`config.mk`:
```
export PLATFORM = sky130hd
export DESIGN_NAME = qdec_x4_top
export DESIGN_NICKNAME = d
export VERILOG_FILES = /design/src/rtl/qdec_pkg.sv /design/src/rtl/qdec_input_cond.sv /design/src/rtl/qdec_phase_fsm.sv /design/src/rtl/qdec_counter.sv /design/src/rtl/qdec_x4_top.sv
export SDC_FILE = /design/constraint.sdc
export NUM_CORES = 1
export LEC_CHECK = 0
export ABC_CLOCK_PERIOD_IN_PS = 3000
export BUFFER_PORTS_ARGS = -buffer_cell sky130_fd_sc_hd__buf_2
export CORE_ASPECT_RATIO = 0.7
export CORE_MARGIN = 2
export CORE_UTILIZATION = 40
export CTS_BUF_LIST = sky130_fd_sc_hd__clkbuf_2 sky130_fd_sc_hd__clkbuf_4 sky130_fd_sc_hd__clkbuf_8
export CTS_CLUSTER_SIZE = 30
export DETAILED_ROUTE_END_ITERATION = 7
export SLEW_MARGIN = 20
export SYNTH_ARGS = -nofsm -noshare
export SYNTH_HDL_FRONTEND = slang
export SYNTH_SLANG_ARGS = --single-unit
export TNS_END_PERCENT = 100
```
`constraint.sdc`:
```
create_clock -name clk -period 3 [get_ports clk]
set_input_delay 0.9 -clock clk [delete_from_list [all_inputs] [get_ports clk]]
set_output_delay 0.9 -clock clk [all_outputs]
set_load 0.02 [all_outputs]
```
`src/rtl/qdec_pkg.sv`:
```
// qdec_pkg: shared phase type and phase-order helpers for the decoder.
// Assumes the phase is the pair {A,B} with A as the upper bit.
package qdec_pkg;

    typedef enum logic [1:0] {
        PH_00 = 2'b00,
        PH_01 = 2'b01,
        PH_11 = 2'b11,
        PH_10 = 2'b10
    } phase_e;

    // Phase reached by one forward (count-up) move.
    function automatic phase_e phase_fwd(input phase_e p);
        case (p)
            PH_00:   return PH_01;
            PH_01:   return PH_11;
            PH_11:   return PH_10;
            default: return PH_00;
        endcase
    endfunction

    // Phase reached by one backward (count-down) move.
    function automatic phase_e phase_bwd(input phase_e p);
        case (p)
            PH_00:   return PH_10;
            PH_10:   return PH_11;
            PH_11:   return PH_01;
            default: return PH_00;
        endcase
    endfunction

endpackage

```
`src/rtl/qdec_input_cond.sv`:
```
// qdec_input_cond: brings one asynchronous encoder line into the clock
// domain through a flip-flop chain, then filters it so that a new level is
// taken only after it has held for DEB_CYCLES consecutive clocks.
// Assumes SYNC_STAGES >= 2 and DEB_CYCLES >= 1; the output resets to 0.
module qdec_input_cond #(
    parameter int SYNC_STAGES = 2,
    parameter int DEB_CYCLES  = 4
) (
    input  logic clk,
    input  logic rst_n,
    input  logic raw_in,
    output logic clean_out
);
    localparam int CW = $clog2(DEB_CYCLES + 1);

    logic [SYNC_STAGES-1:0] sync_q;
    logic [CW-1:0]          hold_cnt_q;
    logic                   level_q;
    logic                   synced;

    assign synced = sync_q[SYNC_STAGES-1];

    // Shift the raw line through the synchronizer chain.
    always_ff @(posedge clk) begin
        if (!rst_n) sync_q <= '0;
        else        sync_q <= {sync_q[SYNC_STAGES-2:0], raw_in};
    end

    // Accept the synchronized level once it has differed for DEB_CYCLES clocks.
    always_ff @(posedge clk) begin
        if (!rst_n) begin
            level_q    <= 1'b0;
            hold_cnt_q <= '0;
        end else if (synced == level_q) begin
            hold_cnt_q <= '0;
        end else if (hold_cnt_q == CW'(DEB_CYCLES - 1)) begin
            level_q    <= synced;
            hold_cnt_q <= '0;
        end else begin
            hold_cnt_q <= hold_cnt_q + CW'(1);
        end
    end

    assign clean_out = level_q;

    // the filtered level only ever moves toward the synchronized level.
    assert_filter_follows_R8: assert property (@(posedge clk) disable iff (!rst_n)
        (level_q != $past(level_q)) |-> ($past(synced) == level_q));

endmodule

```
`src/rtl/qdec_phase_fsm.sv`:
```
// qdec_phase_fsm: Mealy phase tracker. It holds the last accepted {A,B}
// phase and compares it with the incoming filtered pair. The up, down and
// jump outputs depend on both the state and the new input.
// Assumes the filtered inputs read 00 right after reset.
module qdec_phase_fsm
    import qdec_pkg::*;
(
    input  logic       clk,
    input  logic       rst_n,
    input  logic [1:0] phase_in,
    output logic       step_up,
    output logic       step_dn,
    output logic       jump
);
    phase_e state_q;
    phase_e in_ph;

    assign in_ph = phase_e'(phase_in);

    // Classify the move from the stored phase to the incoming one.
    always_comb begin
        step_up = (in_ph == phase_fwd(state_q));
        step_dn = (in_ph == phase_bwd(state_q));
        jump    = (in_ph != state_q) && !step_up && !step_dn;
    end

    // Track the incoming phase every clock.
    always_ff @(posedge clk) begin
        if (!rst_n) state_q <= PH_00;
        else        state_q <= in_ph;
    end

    // an up or down move changes exactly one channel.
    assert_single_bit_move_R2: assert property (@(posedge clk) disable iff (!rst_n)
        (step_up || step_dn) |-> ($countones(phase_in ^ state_q) == 1));

    // at most one classification per clock.
    assert_one_class_R6: assert property (@(posedge clk) disable iff (!rst_n)
        $onehot0({step_up, step_dn, jump}));

endmodule

```
`src/rtl/qdec_counter.sv`:
```
// qdec_counter: position register with index zeroing, step strobe,
// direction bit and sticky jump flag. Index rising edge takes priority
// over a step in the same clock. The position wraps modulo 2^POS_W.
module qdec_counter #(
    parameter int POS_W = 8
) (
    input  logic             clk,
    input  logic             rst_n,
    input  logic             step_up,
    input  logic             step_dn,
    input  logic             jump,
    input  logic             idx_level,
    output logic [POS_W-1:0] pos,
    output logic             dir,
    output logic             step_valid,
    output logic             jump_err
);
    logic [POS_W-1:0] pos_q;
    logic             idx_q;
    logic             dir_q;
    logic             strobe_q;
    logic             err_q;
    logic             idx_rise;

    assign idx_rise = idx_level && !idx_q;

    // Remember the index level to find its rising edge.
    always_ff @(posedge clk) begin
        if (!rst_n) idx_q <= 1'b0;
        else        idx_q <= idx_level;
    end

    // Update position: index zero first, then up or down.
    always_ff @(posedge clk) begin
        if (!rst_n)        pos_q <= '0;
        else if (idx_rise) pos_q <= '0;
        else if (step_up)  pos_q <= pos_q + POS_W'(1);
        else if (step_dn)  pos_q <= pos_q - POS_W'(1);
    end

    // Strobe, direction and sticky jump flag.
    always_ff @(posedge clk) begin
        if (!rst_n) begin
            strobe_q <= 1'b0;
            dir_q    <= 1'b0;
            err_q    <= 1'b0;
        end else begin
            strobe_q <= step_up || step_dn;
            if (step_up || step_dn) dir_q <= step_up;
            if (jump)               err_q <= 1'b1;
        end
    end

    assign pos        = pos_q;
    assign dir        = dir_q;
    assign step_valid = strobe_q;
    assign jump_err   = err_q;

    assert_up_by_one_R2: assert property (@(posedge clk) disable iff (!rst_n)
        (strobe_q && dir_q && !$past(idx_rise)) |-> (pos_q == $past(pos_q) + POS_W'(1)));

    assert_down_by_one_R3: assert property (@(posedge clk) disable iff (!rst_n)
        (strobe_q && !dir_q && !$past(idx_rise)) |-> (pos_q == $past(pos_q) - POS_W'(1)));

    assert_index_zero_R7: assert property (@(posedge clk) disable iff (!rst_n)
        $past(idx_rise) |-> (pos_q == '0));

    assert_err_sticky_R6: assert property (@(posedge clk) disable iff (!rst_n)
        err_q |=> err_q);

    assert_jump_no_step_R6: assert property (@(posedge clk) disable iff (!rst_n)
        $rose(err_q) |-> !strobe_q);

endmodule

```
`src/rtl/qdec_x4_top.sv`:
```
// qdec_x4_top: quadrature encoder decoder with four counts per channel
// period. Three conditioned inputs (B, A, index) feed a Mealy phase tracker
// and a position counter. Assumes the encoder is at phase 00 during reset.
module qdec_x4_top #(
    parameter int POS_W       = 8,
    parameter int SYNC_STAGES = 2,
    parameter int DEB_CYCLES  = 4
) (
    input  logic             clk,
    input  logic             rst_n,
    input  logic             enc_a,
    input  logic             enc_b,
    input  logic             enc_idx,
    output logic [POS_W-1:0] pos,
    output logic             dir,
    output logic             step_valid,
    output logic             jump_err
);
    localparam int N_LINES = 3;

    logic [N_LINES-1:0] raw_lines;
    logic [N_LINES-1:0] clean_lines;
    logic               up, dn, jmp;

    assign raw_lines = {enc_idx, enc_a, enc_b};

    // One conditioner per input line.
    for (genvar i = 0; i < N_LINES; i++) begin : g_cond
        qdec_input_cond #(
            .SYNC_STAGES(SYNC_STAGES),
            .DEB_CYCLES (DEB_CYCLES)
        ) u_cond (
            .clk      (clk),
            .rst_n    (rst_n),
            .raw_in   (raw_lines[i]),
            .clean_out(clean_lines[i])
        );
    end

    qdec_phase_fsm u_fsm (
        .clk     (clk),
        .rst_n   (rst_n),
        .phase_in(clean_lines[1:0]),
        .step_up (up),
        .step_dn (dn),
        .jump    (jmp)
    );

    qdec_counter #(.POS_W(POS_W)) u_cnt (
        .clk       (clk),
        .rst_n     (rst_n),
        .step_up   (up),
        .step_dn   (dn),
        .jump      (jmp),
        .idx_level (clean_lines[2]),
        .pos       (pos),
        .dir       (dir),
        .step_valid(step_valid),
        .jump_err  (jump_err)
    );

endmodule

```
* Yosys cells after proc, flatten, opt, wreduce, memory -nomap -nowiden
Index checks and enable logic that the tools add are counted.
Widths: inputs -> output; s select.
** Cells by class
- $add $sub $neg :: 5
- Muxes and demuxes :: 4
- Equality and inequality tests :: 12
- Reductions and logical operators :: 16
- Bitwise operators :: 4
** Operators by type and width (number)
- $mux 8 :: 2
- $pmux 2 s3 :: 2
- $add 3x1->3 const B :: 3
- $eq 3x2->1 const B :: 3
- $reduce_or 3->1 :: 3
- $add 8x1->8 const B :: 1
- $sub 8x1->8 const B :: 1
- $reduce_and 2->1 :: 3
- $eq 2x2->1 :: 2
- $eq 2x2->1 const B :: 2
- $not 1->1 :: 4
- $eq 1x1->1 :: 3
- $logic_and 1x1->1 :: 3
- $logic_not 1->1 :: 3
- $eq 2x1->1 const B :: 1
- $logic_not 2->1 :: 1
- $ne 2x2->1 :: 1
- $reduce_bool 2->1 :: 1
- $reduce_or 2->1 :: 1
- $logic_or 1x1->1 :: 1
** Word-level totals
- Output and inout bits :: 11
- Input port bits :: 5
- Register bits after elaboration :: 32

* Logic depth before layout (Yosys ltp)
Gate-level depths: netlist (run 1).
- Word-level depth :: 6
- Gate-level depth with buffers :: 8
- Mapped depth without buffers :: 8

* Cells and area by module
A second synthesis (run 1) with hierarchy kept.
** Second synthesis, totals
- Cell total of the unflattened synthesis :: 142
- Area total of the unflattened synthesis :: 1466.4 µm²
** By module, submodules not included
- qdec_counter :: area each 714.4 µm², times used 1, cells an instance 80
- qdec_input_cond :: area each 216.5 µm², times used 3, cells an instance 17
- qdec_phase_fsm :: area each 102.6 µm², times used 1, cells an instance 11

* Worst setup path after synthesis (run 1)
Ideal clock, no wire load.
- Path type :: flip-flop to flip-flop
- Start :: reg g_cond[0].u_cond.level_q
- End :: reg u_cnt.pos_q[7] (netlist: u_cnt.pos[7])
- Data arrival time :: 2143 ps
- Stages on the path, launching flop included :: 9
- Buffers on the path :: 0
- Required time :: 2928 ps
- Setup slack :: 786 ps
- Period minus slack after synthesis :: 2214 ps
- Cell sequence :: dfxtp_1 > xnor2_1 > or2_2 > ha_1 > a21o_1 > a21oi_1 > a311oi_1 > a41oi_1 > mux2i_1
** Between the ends
- Longest elaborated chain between the ends :: 2
- Elaborated cells on any way between the ends :: 4
- Classes of those cells :: eq/ne: 2; mux: 1; reduce/logical: 1
** RTL lines
- from (decl) :: line qdec_input_cond.sv:18 : logic level_q;
- from (signal assigned) :: line qdec_input_cond.sv:37 : level_q <= synced;
- $eq 2x2->1 (on tied branches) :: line qdec_phase_fsm.sv:22, qdec_phase_fsm.sv:23
- $mux 8 or $reduce_bool 2->1 (tied branches)
- to (signal assigned) :: line qdec_counter.sv:37 : else if (step_up) pos_q <= pos_q + POS_W'(1);
- to (signal assigned) :: line qdec_counter.sv:38 : else if (step_dn) pos_q <= pos_q - POS_W'(1);
- to (decl) :: line qdec_counter.sv:18 : logic [POS_W-1:0] pos_q;
Parallel ways exist; a longest one is shown, timed or not.
A chain may end at the register's enable or synchronous reset.

* Final worst setup path (run 1)
Ends and elaborated chain as after synthesis.

==> reports/qor.yml, run 1 <==
status: "finished, final reports clean"
drive_above_1_share: 0.187
cts_tree: "done"
numCtsBuffers: 5
slew_headroom: 0.608
finalHoldViolCount: 0
die_w_um: 75.2
rsz0062_at_grt: "no"
core_region_area_um2: 3470
min_path_type: "reg2reg"
htree_levels: 2
via_count: 992
fin_crit_sh: 0.823
worstPathMaxFanout: 10
detail_route.first_pass.iterations: 4
skew_ps: 2.48
postCtsHoldBufs: 0
gr-total-overflow: 0
syn_nets: 163
cts_resized: 0
ir_drop_mv: 0.255
postPlaceCellArea_um2: 1560
gp_congestion: 0.855
final_cells: 216
slew_violations: 0
finalCriticalPeriod_ps: 2470
ios: 16
synthToLayoutAreaGrowth_pct: 18.6
cellLeakagePower_nw: 0.759
worst_skew_pair.late_latency_ps: 280
dieArea_um2: 4040
grt_max_degree: 20
hold_slack_ps: 423
drv_cap: 0
netlist_instances: 144
worstSetupEndpointType: "flop"
drt-total-wl_um: 2350
syn-mean-instance-area_um2: 9.84
powerDensity_nw_per_um2: 531
vias_per_cell: 4.59
critPathRequiredTime_ps: 3210
synth_top_cell_by_area: "dfxtp_1"
setup_viol: 0
initial_core_util: 0.409
synth.distinct_cells: 31
synthesis.area_um2: 1420
dp_hpwl_um: 1760
post_cts_buffers: 0
fin_nets: 184
port_buffers: 15
clock-sinks: 32
cp_data_arrival_time_ps: 2670
wl_per_cell_um: 10.9
critPathLaunchType: "flop"
dr.first_iter.drc_count: 45
ant_nets: 0
clk_pin_slew_ps: 70
cts-root-buf: "clkbuf_8"
drc: 0
final_cell_area_um2: 1680
die_y_um: 53.8
synth_area_leaders: "dfxtp_1 (45%), ha_1 (11%), xor2_1 (3.7%)"
worst_pin_slew_ps: 588
synth_top_cell_area_share: 0.452
cts_max_path_buffers: 2
antenna_found_initial: 0
diodes: 0
gr-usage-all-layers: 0.143
yosys_warnings: 0
grt_pass1_wl_um: 4150
max_freq_mhz: 405
ys_ff_latch: 32
setup_tns_ps: 0
grt_pass1_vias: 1015
critPathKind: "reg2reg"
fp-row-count: 18
ys_seq_area_frac: 0.452
dp_cells: 208
==> cells in the final DEF, fill, tap and decap left out, types with 5 or more instances in the layout <==
| cell type | Yosys | routed |
|---|---|---|
| a21oi_1 | 10 | 10 |
| dfxtp_1 | 32 | 32 |
| buf_2 | 0 | 15 |
| inv_1 | 8 | 8 |
| xor2_1 | 6 | 6 |
| clkbuf_8 | 0 | 7 |
| nand2_1 | 12 | 12 |
| and2_1 | 8 | 8 |
| nor2_1 | 12 | 12 |
| ha_1 | 13 | 13 |
| xnor2_1 | 5 | 5 |
==> registers in the layout (all words and copies together) (netlist names) <==
register	cells
g_cond.u_cond.clean_out	3
g_cond.u_cond.hold_cnt_q	9
g_cond.u_cond.sync_q	6
u_cnt.dir	1
u_cnt.idx_q	1
u_cnt.jump_err	1
u_cnt.pos	8
u_cnt.step_valid	1
u_fsm.state_q	2
==> cell type report <==
| class | instances | area (um2) |
|---|---|---|
| multi-input combinational | 101 | 736 |
| fill | 343 | 1790 |
| timing repair buffer | 16 | 82.6 |
| tap | 50 | 62.6 |
| sequential | 32 | 641 |
| clock inverter | 1 | 30.0 |
| inverter | 9 | 33.8 |
| clock buffer | 7 | 96.3 |
==> kinds of logic (layout without fill, tap and decap cells) <==
kind of cell / after synthesis / after routing / share of synthesized area
DFF: 32 / 32 / 0.452
adders and majority gates: 14 / 14 / 0.129
muxes: 4 / 4 / 0.0282
xor gates and xnor gates: 13 / 13 / 0.0909
and+or+nand+nor: 47 / 47 / 0.169
buffers and inverters: 11 / 33 / 0.0291
AOI/OAI and AO/OA: 23 / 23 / 0.102
==> path summary, 6_finish.rpt <==
check	from	to	slack [ps]	depth (start not counted)
max	g_cond[0].u_cond.clean_out	u_cnt.pos[7]	530	8
min	g_cond[0].u_cond.hold_cnt_q[0]	g_cond[0].u_cond.hold_cnt_q[0]	420	1
max reg2reg	g_cond[0].u_cond.clean_out	u_cnt.pos[7]	530	8
min reg2reg	g_cond[0].u_cond.hold_cnt_q[0]	g_cond[0].u_cond.hold_cnt_q[0]	420	1
==> cells in the mapped netlist (all sizes together) <==
cell	count
a21boi	1
a31oi	1
nand2	12
inv	9
a21o	4
dfxtp	32
fa	1
or2	2
o21ai	2
xor2	8
a311oi	1
a21oi	10
o21a	1
ha	13
a31o	1
nand3	1
a41oi	1
nand4	1
xnor2	5
mux2i	4
nor2b	4
nor2	12
and3	2
clkbuf	2
a211oi	1
and2	10
nand3b	3
==> metal layers <==
layer	wire length (um)	part of all wire	track usage
met1	1190	0.51	0.175
met2	1020	0.43	0.218
met3	90	0.038	0.0506
met4	45	0.019	0.0906
met5	0	0	0
==> worst max-delay path: stages, from the launching register on <==
cell,delay [ps]
dfxtp_1,460
xnor2_1,150
or2_2,430
ha_1,340
a21o_1,190
a21oi_1,250
a311oi_1,140
a41oi_1,230
mux2i_1,200
==> metrics by stage <==
stage	setup WS [ps]	power [mW]	utilization
after floorplan	786	0.452	-
after global placement	649	0.458	0.448
after detailed placement	558	0.459	0.448
after CTS	524	0.911	0.485
after global routing	295	0.928	0.485
final	532	0.893	0.485
==> report_power, final <==
group	leakage [nW]	total [mW]	switching, mW	internal (mW)
Combinational	0.435	0.0166	0.00869	0.00788
Clock	0.0645	0.445	0.152	0.293
Sequential	0.259	0.432	0.00221	0.430
Total	0.759	0.893	0.163	0.731
(Power assumes the default switching activity.)
==> run 2, diff against run 1 <==
ABC_CLOCK_PERIOD_IN_PS = 2390   (was 3000)
clock period = 2.39 ns   (was 3 ns; I/O delays follow)
==> run 2 against run 1 <==
Effect of this change:
- count of clock-buffer cells in the layout decreased by 1
- first-iteration DRC count decreased by 2.2%
- wire length rose by 0.26%
- critical endpoint unchanged
- largest power group is now registers
==> reports/qor.yml, run 2 (synthesis gave the netlist of run 1 again) <==
worstPathMaxFanout: 10
antenna_found_initial: 0
clk_pin_slew_ps: 70
slew_violations: 0
grt_max_degree: 20
layout_commonest_cell: "dfxtp_1"
worst_skew_pair.late_latency_ps: 270
largest-register: "g_cond.u_cond.hold_cnt_q"
layout_common_cells: "dfxtp_1 (32), buf_2 (15), ha_1 (13)"
gp_congestion: 0.872
skew_ps: 4.52
htree_levels: 2
gr-usage-all-layers: 0.141
cellLeakagePower_nw: 0.756
final_cells: 218
setup_viol: 0
cp_data_arrival_time_ps: 2470
die_w_um: 75.2
synthToLayoutAreaGrowth_pct: 17.3
fin_crit_sh: 0.949
drt-total-wl_um: 2350
max_freq_mhz: 441
gr-total-overflow: 0
worst_slack_ps: 123
wl_per_cell_um: 10.8
dp_hpwl_um: 1750
worst_pin_slew_ps: 325
fin_nets: 187
status: "finished, final reports clean"
power_uw: 952
core_region_area_um2: 3470
via_count: 990
cts-root-buf: "clkbuf_8"
finalHoldViolCount: 0
detail_route.first_pass.iterations: 4
powerDensity_nw_per_um2: 572
drive_above_1_share: 0.202
finalCriticalPeriod_ps: 2270
critPathRequiredTime_ps: 2590
worstSetupEndpointType: "flop"
critPathKind: "reg2reg"
finish.utilization: 0.479
numCtsBuffers: 5
clock-sinks: 32
initial_core_util: 0.409
drc: 0
rsz0062_at_grt: "no"
drv_cap: 0
diodes: 0
critPathLaunchType: "flop"
cts_max_path_buffers: 2
ir_drop_mv: 0.320
setup_tns_ps: 0
largest_reg_flops: 9
ios: 16
grt_pass1_vias: 940
slew_headroom: 0.782
die_y_um: 53.8
cts_tree: "done"
min_path_type: "reg2reg"
ant_nets: 0
dieArea_um2: 4040
dr.first_iter.drc_count: 44
dp_cells: 211
fp-row-count: 18
vias_per_cell: 4.54
post-place-ws_ps: 98.9
port_buffers: 15
grt_pass1_wl_um: 4060
==> run 2: cell types whose count changed in the layout (fill, tap and decap cells not counted), sizes merged <==
cell,delta
clkbuf,-1
bufinv,-1
clkinv,+1
buf,+3
==> run 2: power by group <==
group | internal [mW] | switching, mW
Combinational | 0.00986 | 0.0111
Clock | 0.209 | 0.180
Sequential | 0.540 | 0.00247
==> run 2: timing repair <==
action,4_1_cts,5_1_grt
hold buffers,0,0
setup buffers,0,0
resized for setup,0,1
setup endpoints to repair,0,1
==> run 2: path summary, 6_finish.rpt <==
check	from	end	slack [ps]	cells past startpoint
worst min register to register	g_cond[0].u_cond.hold_cnt_q[0]	g_cond[0].u_cond.hold_cnt_q[0]	420	1
worst min-delay path	g_cond[0].u_cond.hold_cnt_q[0]	g_cond[0].u_cond.hold_cnt_q[0]	420	1
worst max register to register	u_fsm.state_q[0]	u_cnt.pos[7]	120	8
worst max-delay path	u_fsm.state_q[0]	u_cnt.pos[7]	120	8
==> run 2: final cells by class <==
| class | count | area (um2) |
|---|---|---|
| multi-input cells | 101 | 739 |
| fillers | 355 | 1810 |
| well taps | 50 | 62.6 |
| repair buffers | 19 | 105 |
| flip-flops and latches | 32 | 641 |
| clock inverters | 1 | 5.00 |
| inverters | 9 | 33.8 |
| clock buffers | 6 | 76.3 |
==> run 2: metrics by stage <==
step	hold WS (ps)	instance area, um2
6_report	423	1660
5_1_grt	440	1660
4_1_cts	429	1660
3_5_place_dp	419	1580
3_3_place_gp	407	1580
2_1_floorplan	399	1420
==> run 2: critical path: stages, from the launching register on <==
cell and delay, ps:
dfxtp_1 340, xor2_1 160, or2_2 400, ha_1 340, a21o_1 200, a21oi_2 190, a311oi_1 120, a41oi_1 240
mux2i_1 210
==> run 2: per-layer routing <==
metal,share of wire,up-vias,track usage
met5,0,-,0
met4,0.0059,0,0.0614
met3,0.044,2,0.0562
met1,0.52,445,0.188
li1,-,528,-
met2,0.43,15,0.202
==> run 3, diff against run 2 <==
PLACE_DENSITY = 0.62   (was unset)
==> run 3 against run 2 <==
Effect of this change:
- design area up 1.1%
- sequential share of layout area down 0.40 points
- sequential power about the same
- largest power group unchanged
- worst hold slack got worse by 7.3 ps
- critical path type unchanged
- die area is the same
- non-clock buffer count unchanged
- count of clock-buffer cells in the layout increased by 1
- wire length is 0.51% lower
- via count is 1.3% higher
- first-iteration DRC count is 6.8% lower
- critical endpoint unchanged
==> reports/qor.yml, run 3 (synthesis gave the netlist of run 1 again) <==
status: "finished, final reports clean"
finalHoldViolCount: 0
drc: 0
largest-register: "g_cond.u_cond.hold_cnt_q"
clock-sinks: 32
powerDensity_nw_per_um2: 595
grt_pass1_vias: 935
cp_cell_sequence: "xnor2_1 -> or2_4 -> ha_1 -> a21o_1 -> nand4_1 -> a21o_1 -> a41oi_1 -> mux2i_1"
slowest_delay_ps: 330
max_freq_mhz: 464
ir_drop_mv: 0.367
grt_max_degree: 20
final_cells: 218
fin_nets: 187
worstPathMaxFanout: 10
finalCriticalPeriod_ps: 2150
slew_violations: 0
initial_core_util: 0.409
gr-usage-all-layers: 0.132
cts_tree: "done"
dp_hpwl_um: 1740
diodes: 0
dp_cells: 211
numCtsBuffers: 5
port_buffers: 15
clk_pin_slew_ps: 70
cts-root-buf: "clkbuf_8"
min_path_type: "reg2reg"
crit_slowest_cell: "dfxtp_1"
die_y_um: 53.8
drive_above_1_share: 0.202
layout_common_cells: "dfxtp_1 (32), buf_2 (15), ha_1 (13)"
skew_ps: 7.34
via_count: 1003
synthToLayoutAreaGrowth_pct: 18.5
fin_crit_sh: 0.901
rsz0062_at_grt: "no"
die_w_um: 75.2
largest_reg_flops: 9
worst_pin_slew_ps: 312
drv_cap: 0
critPathLaunchType: "flop"
core_region_area_um2: 3470
grt_pass1_wl_um: 3810
gp_congestion: 0.845
reg2regPathDepth: 8
multi_input_area_um2: 742
drt-total-wl_um: 2340
detail_route.first_pass.iterations: 4
setup_tns_ps: 0
ant_nets: 0
wl_per_cell_um: 10.7
critPathKind: "reg2reg"
critPathRequiredTime_ps: 2600
antenna_found_initial: 0
ios: 16
slew_headroom: 0.790
layout_commonest_cell: "dfxtp_1"
dieArea_um2: 4040
postCtsHoldBufs: 0
cp_data_arrival_time_ps: 2360
worstSetupEndpointType: "flop"
cellLeakagePower_nw: 0.763
crit_path_frequent_cell: "a21o_1"
worstHoldPathCells: 1
seq_area_um2: 641
htree_levels: 2
cts_max_path_buffers: 2
num-fill-cells: 339
gr-total-overflow: 0
worst_skew_pair.late_latency_ps: 280
setup_viol: 0
fp-row-count: 18
vias_per_cell: 4.60
dr.first_iter.drc_count: 41
run 3: stage by stage:
step                      power [mW]  instance area [um2]  hold WS (ps)  worst slack (ps)   util
after floorplan                0.568                 1420           399               176      -
after global placement         0.575                 1580           407               143  0.455
after detailed placement       0.576                 1580           413              63.9  0.455
after CTS                       1.01                 1670           421              38.4  0.483
after global routing            1.04                 1680           449              66.0  0.484
final                          0.999                 1680           415               237  0.484
run 3: final timing paths:
| kind | startpoint | end | slack (ps) |
|---|---|---|---|
| hold / removal | g_cond[2].u_cond.hold_cnt_q[0] | g_cond[2].u_cond.hold_cnt_q[0] | 420 |
| hold reg to reg | g_cond[2].u_cond.hold_cnt_q[0] | g_cond[2].u_cond.hold_cnt_q[0] | 420 |
| setup reg to reg | g_cond[0].u_cond.clean_out | u_cnt.pos[7] | 240 |
| setup / recovery | g_cond[0].u_cond.clean_out | u_cnt.pos[7] | 240 |
run 3: critical path: cells and delay by family, from the launching register on:
family	cells	cell delay, ps
DFF	1	330
adders and majority gates	1	290
xor gates and xnor gates	1	160
and+or+nand+nor	2	500
AOI/OAI and AO/OA	3	600
muxes	1	200
run 3: where the power goes:
group	leakage [nW]	internal (mW)	total [mW]	switching [mW]
clock network	0.0503	0.256	0.436	0.180
registers	0.259	0.540	0.542	0.00262
logic	0.454	0.00984	0.0206	0.0108
run 3: final cells by class:
cell class	instances	share of cell area
Multi-Input combinational cell	101	0.442
Sequential cell	32	0.381
Timing Repair Buffer	19	0.0625
Clock buffer	7	0.0573
Tap cell	50	0.0372
Inverter	9	0.0201
run 3: per-layer routing:
| metal | global-route usage | routed length, um | vias up |
|---|---|---|---|
| met5 | 0 | 0 | - |
| met1 | 0.162 | 1170 | 458 |
| met4 | 0.0702 | 29 | 0 |
| li1 | - | - | 528 |
| met3 | 0.0506 | 128 | 4 |
| met2 | 0.203 | 1010 | 13 |
run 3: repair_timing:
item                                   4_1_cts  5_1_grt
setup buffers                                0        0
endpoints found under the hold margin        0        0
resized for setup                            0        2
setup endpoints to repair                    0        1
